File: src/rtl/irq_sampler.sv
module irq_sampler #(
  parameter int TYPE_W       = 8,
  parameter int SYNC_STAGES  = 2,
  parameter int NMI_MIN_HIGH = 2
) (
  input  logic              clk,
  input  logic              rst_n,
  input  logic              nmi_pin,
  input  logic              intr_pin,
  input  logic              ie_flag,
  input  logic              div_err_req,
  input  logic              step_trap_req,
  input  logic              eoi,
  input  logic              ack,
  output logic              req_valid,
  output logic [TYPE_W-1:0] req_type,
  output logic              req_ext
);
  localparam int CNT_W = $clog2(NMI_MIN_HIGH + 1);
  localparam logic [1:0] SRC_DIV  = 2'd0;
  localparam logic [1:0] SRC_STEP = 2'd1;
  localparam logic [1:0] SRC_NMI  = 2'd2;
  localparam logic [1:0] SRC_INTR = 2'd3;

  logic [SYNC_STAGES-1:0] nmi_sync;
  logic [CNT_W-1:0]       nmi_cnt;
  logic nmi_armed, nmi_pend, div_pend, step_pend, intr_q;
  logic [1:0] src_q, pick;
  logic nmi_s, intr_live, any_req, issue, fire, nmi_hit;

  assign nmi_s     = nmi_sync[SYNC_STAGES-1];
  assign nmi_hit   = nmi_s && nmi_armed && (nmi_cnt == CNT_W'(NMI_MIN_HIGH - 1));
  assign intr_live = intr_q & ie_flag;
  assign any_req   = div_pend | step_pend | nmi_pend | intr_live;
  assign pick      = div_pend ? SRC_DIV : step_pend ? SRC_STEP : nmi_pend ? SRC_NMI : SRC_INTR;
  assign issue     = eoi & ~req_valid & any_req;
  assign fire      = req_valid & ack;
  assign req_ext   = req_valid & (src_q == SRC_INTR);
  assign req_type  = (src_q == SRC_INTR) ? '0 : TYPE_W'(src_q);

  // Synchroniser for the asynchronous NMI pin; resets high so a pin held
  // high through reset is not taken as an edge.
  always_ff @(posedge clk) begin
    if (!rst_n) nmi_sync <= '1;
    else        nmi_sync <= {nmi_sync[SYNC_STAGES-2:0], nmi_pin};
  end

  // Pulse-width qualifier and edge re-arm
  always_ff @(posedge clk) begin
    if (!rst_n) begin
      nmi_cnt   <= '0;
      nmi_armed <= 1'b0;
    end else if (!nmi_s) begin
      nmi_cnt   <= '0;
      nmi_armed <= 1'b1;
    end else if (nmi_armed) begin
      if (nmi_hit) begin
        nmi_cnt   <= '0;
        nmi_armed <= 1'b0;
      end else begin
        nmi_cnt <= nmi_cnt + 1'b1;
      end
    end
  end

  always_ff @(posedge clk) begin
    if (!rst_n) begin
      nmi_pend  <= 1'b0;
      div_pend  <= 1'b0;
      step_pend <= 1'b0;
      intr_q    <= 1'b0;
    end else begin
      intr_q    <= intr_pin;
      nmi_pend  <= (nmi_pend  & ~(fire && src_q == SRC_NMI))  | nmi_hit;
      div_pend  <= (div_pend  & ~(fire && src_q == SRC_DIV))  | div_err_req;
      step_pend <= (step_pend & ~(fire && src_q == SRC_STEP)) | step_trap_req;
    end
  end

  always_ff @(posedge clk) begin
    if (!rst_n) begin
      req_valid <= 1'b0;
      src_q     <= SRC_DIV;
    end else if (issue) begin
      req_valid <= 1'b1;
      src_q     <= pick;
    end else if (fire) begin
      req_valid <= 1'b0;
    end
  end


  hold_until_ack_chk: assert property (@(posedge clk) disable iff (!rst_n)
    req_valid && !ack |=> req_valid && $stable(req_type) && $stable(req_ext));

  issue_on_eoi_chk: assert property (@(posedge clk) disable iff (!rst_n)
    $rose(req_valid) |-> $past(eoi));

  intr_masked_chk: assert property (@(posedge clk) disable iff (!rst_n)
    $rose(req_valid) && req_ext |-> $past(ie_flag));

  intr_lowest_chk: assert property (@(posedge clk) disable iff (!rst_n)
    $rose(req_valid) && req_ext |-> !$past(div_pend || step_pend || nmi_pend));

  nmi_source_chk: assert property (@(posedge clk) disable iff (!rst_n)
    $rose(req_valid) && !req_ext && req_type == TYPE_W'(2) |-> $past(nmi_pend) && !$past(div_pend || step_pend));
endmodule

File: config.mk
export PLATFORM = sky130hd
export DESIGN_NAME = irq_sampler
export DESIGN_NICKNAME = d
export VERILOG_FILES = /design/src/rtl/irq_sampler.sv
export SDC_FILE = /design/constraint.sdc
export NUM_CORES = 1
export LEC_CHECK = 0
export BUFFER_PORTS_ARGS = -buffer_cell sky130_fd_sc_hd__buf_2
export CORE_AREA = 3 3 40 42
export DETAILED_ROUTE_END_ITERATION = 6
export DIE_AREA = 0 0 43 45
export GPL_ROUTABILITY_DRIVEN = 1
export PLACE_DENSITY = 0.66
export SYNTH_ARGS = -nofsm -noshare
export SYNTH_HDL_FRONTEND = slang
export SYNTH_SLANG_ARGS = --single-unit
export TNS_END_PERCENT = 50
File: constraint.sdc
create_clock -name clk -period 1.15 [get_ports clk]
set_input_delay 0.23 -clock clk [delete_from_list [all_inputs] [get_ports clk]]
set_output_delay 0.23 -clock clk [all_outputs]
set_load 0.03 [all_outputs]
* Yosys cells after proc, flatten, opt, wreduce, memory -nomap -nowiden *
Index checks and enable logic that the tools add are counted.

cells by class
  order comparisons = 0
  multiplexer cells = 10
  reductions and logical operators = 8
  equal/unequal tests = 4
  multiply operators = 0
  shift operators = 0
  div/mod/pow operators = 0
  $add $sub $neg = 1
  bitwise logic cells = 18

operator list
  cell                                                  count
  bitwise AND 1 bit                                     8
  two-way mux 2 bit                                     4
  two-way mux 1 bit                                     6
  bitwise OR 1 bit                                      6
  logical AND 1 bit                                     5
  equality test 2 x 1 -> 1 bit (second input constant)  2
  equality test 2 bit (second input constant)           2
  NOT 1 bit                                             4
  adder 2 x 1 -> 2 bit (second input constant)          1
  logical NOT 2 bit                                     1
  AND reduction 2 bit                                   1
  nonzero test 2 bit                                    1

storage, ports and cells
  input bits = 9
  bits in writable memories = 0
  word-level logic and storage cells = 50
  memories = 0
  latch bits = 0
  output and inout port bits = 10
  register bits after elaboration = 12
  memory bits (read-only) = 0

* Longest topological paths before layout *
  word-level depth = 5
  depth in mapped cells = 3
  mapped depth without buffers = 3

* Worst setup path after synthesis *
OpenSTA, ideal clock, no wires.

  path kind = reg2reg
  start = reg req_valid
  end = reg src_q[0]
  setup time = 0.119 ns
  data arrival time = 1.006 ns
  slack = 0.026 ns
  cell stages (with the launch flop) = 4
  clock period less this slack = 1.124 ns
  data required time = 1.031 ns
  cells stage by stage = dfxtp_1 -> nand2b_4 -> nor2_2 -> o221a_1

on the way
  word-level cells in the longest chain between the ends = 3

RTL lines
  what                            RTL line  source
  start: declaration              15        output logic req_valid,
  start signal: assignment        82        req_valid <= 1'b0;
  start signal: assignment        85        req_valid <= 1'b1;
  start signal: assignment        88        req_valid <= 1'b0;
  NOT 1 bit                       36        assign issue = eoi & ~req_valid & any_req;
  bitwise AND 1 bit (2 in a row)  36
  end signal: assignment          86        src_q <= pick;
  end: declaration                28        logic [1:0] src_q, pick;

Every way passes these cells.
A chain may end at the register's enable or synchronous reset.

* Final worst setup path *
  start = reg src_q[1]
  end = out req_ext

on the way
  word-level cells in the longest chain between the ends = 2

RTL lines
  what                 RTL line  source
  equality test 2 bit  38        assign req_ext = req_valid & (src_q == SRC_INTR);
  bitwise AND 1 bit    38
  end: declaration     17        output logic req_ext

Every way passes these cells.

==> metrics.txt <==
Pint=0.685 mW; leading area contributor after synthesis=dfxtp_1; DR vias/cell=4.74; clock transition at the registers of the reported paths=0.07 ns; failing checks=negative setup slack; # IOs=19; # nets final=82; number of max-cap violations=0; Peak VDD IR=730 uV; fin area=652 um2; Synth-to-Final Area Change=24.9%; antenna violations before repair=0; vias in the first global route=348; clk_lat worst skew=0.26 ns; clk sinks=12; RePlAce Congestion=0.752; Crit. End Element=output port; Mapped Cells=55; row cnt=13; CTS tree=done; grt total ovfl=0; Via Count=412; DRC violation count after routing=0; Util after Layout=50.7%; FILL cells=132; synth warn=0; Sequential Power Share=50.0%; startpoint types=flip-flop; layout cells sized above 1=36.1%; final hold violations=0; Ant. Diodes=0; All-Layer GR Usage=9.37%; Post-DP HPWL=674 um; WL per Instance=9.87 um; Logic pwr share=15.2%; CP Data Arrival Time=0.93 ns; count of final setup violators=1; status=complete, but fails checks; Clock Skew=0.000325 ns; Cell variety after synth=26; WL final=859 um; chip height=45 um; Die Width=43 um; die area=1940 um2; Seq/Total Area, Yosys=46.0%; most frequent cells in the layout=9 x dfxtp_1, 9 x buf_2, 6 x conb_1; Root Buffer=clkbuf_4; maximum clock rate=864 MHz; antenna-violating nets left=0; largest net degree at the start of global routing=13; final slew viol count=0; Req. time, crit path=0.92 ns; first-pass GRT wire length=1320 um; sw frac=24.6%; crit-path max FO=4; Worst Hold Class=input port to flip-flop; Static Leak=0.309 nW; Core ar.=1280 um2; Clk pwr share=34.8%; effective utilization at floorplan=40.6%; Setup WS post-layout=-0.00724 ns; Total Neg Setup Slack=-0.00724 ns; DR iter-0 viols=7; RSZ-0062 raised after global routing=yes; H-tree levels=1; total CTS buffers=3; pwr dens=1390 nW/um2; switching pwr=0.224 mW; Synth area leaders=dfxtp_1 46%, buf_4 8.6%, a21oi_1 4.8%; #FFs+latches synth=12; # port buffers=12; area post-placement=569 um2; cell area after synthesis=522 um2; mean post-synth cell area=9.49 um2; top-area cell type share of the netlist area=46.0%; worst-case clock buffer depth=2; DRT Pass-1 Iters=4; min Tclk post-route=1.16 ns; period utilization=101%; Crit Path Class=flip-flop to output port
[power by group through the flow]
stage / clock network (mW) / registers [mW] / logic, mW
6_report: 0.316 / 0.454 / 0.138
5_1_grt: 0.348 / 0.457 / 0.150
4_1_cts: 0.330 / 0.454 / 0.138
3_5_place_dp: 0 / 0.469 / 0.120
3_3_place_gp: 0 / 0.468 / 0.119
2_1_floorplan: 0 / 0.470 / 0.0997
[cell type report]
type	count	area [um2]	share of cell area (%)
Timing Repair Buffer	15	93.8	14.4
Multi-Input combinational cell	39	246	37.8
Sequential cell	12	249	38.2
Inverter	2	7.51	1.15
Tap cell	15	18.8	2.88
Clock buffer	4	36.3	5.57
[state kept, by name, indices dropped and copies added (netlist names)]
signal / count
step_pend: 1
nmi_pend: 1
intr_q: 1
nmi_sync: 2
nmi_armed: 1
nmi_cnt: 2
req_valid: 1
div_pend: 1
src_q: 2
[final timing paths]
check,cells after the start,end,slack [ns],start
hold reg to reg,1,nmi_sync[1]$_SDFF_PN1_,0.41,nmi_sync[0]$_SDFF_PN1_
setup / recovery,2,req_ext,-0.007,src_q[1]$_SDFFE_PN0P_
hold / removal,2,nmi_sync[0]$_SDFF_PN1_,0.14,nmi_pin
setup reg to reg,4,src_q[1]$_SDFFE_PN0P_,0.15,req_valid$_SDFFE_PN0P_
[worst max-delay path, cell delays in order, from the launching register on]
cell	delay, ns
dfxtp_2	0.37
and3_4	0.18
buf_6	0.12
[timing repair]
item | in CTS | in global routing
buffers inserted | 3 | 0
setup endpoints to repair | 4 | 3
hold buffers | 0 | 0
pin swaps | 1 | 0
endpoints found under the hold margin | 0 | 0
gates resized for setup | 11 | 0
[cells in the mapped netlist]
cell	n
o221a_1	1
dfxtp_1	12
and2_1	1
buf_4	6
nand2_1	1
o31ai_1	1
nor4_1	1
conb_1	1
nor2_2	1
nand3b_1	1
nand3_1	1
and3_1	2
buf_2	1
nor2b_1	2
o2111a_1	1
o211a_1	1
nand2b_1	3
a21oi_1	5
nor2_1	3
xor2_1	1
nand4b_1	2
a21boi_0	1
o21ai_0	2
nand2b_4	1
inv_1	2
and3_2	1
[cell families after synthesis]
kind of cell,synth area share (%)
buffers and inverters,11.0
flip-flops,46.0
other,0.719
AO/OA/AOI/OAI,15.8
XOR/XNOR,1.68
AND/OR/NAND/NOR,24.7
[layer usage]
layer | vias to the layer above | wire, um | track usage (%)
met3 | 2 | 63 | 2.39
met2 | 18 | 391 | 14.7
li1 | 214 | - | -
met5 | - | 0 | 0
met4 | 0 | 16 | 7.23
met1 | 178 | 388 | 11.0
[metrics by stage]
| step | setup WS, ns | hold slack, ns | total power [mW] | instances |
|---|---|---|---|---|
| 2_1_floorplan | 0.0257 | 0.303 | 0.570 | 60 |
| 3_3_place_gp | 0.155 | 0.391 | 0.587 | 80 |
| 3_5_place_dp | 0.140 | 0.397 | 0.589 | 80 |
| 4_1_cts | -0.0114 | 0.139 | 0.922 | 87 |
| 5_1_grt | -0.0540 | 0.144 | 0.955 | 87 |
| 6_report | -0.00724 | 0.145 | 0.908 | 87 |
(Power assumes the default switching activity.)
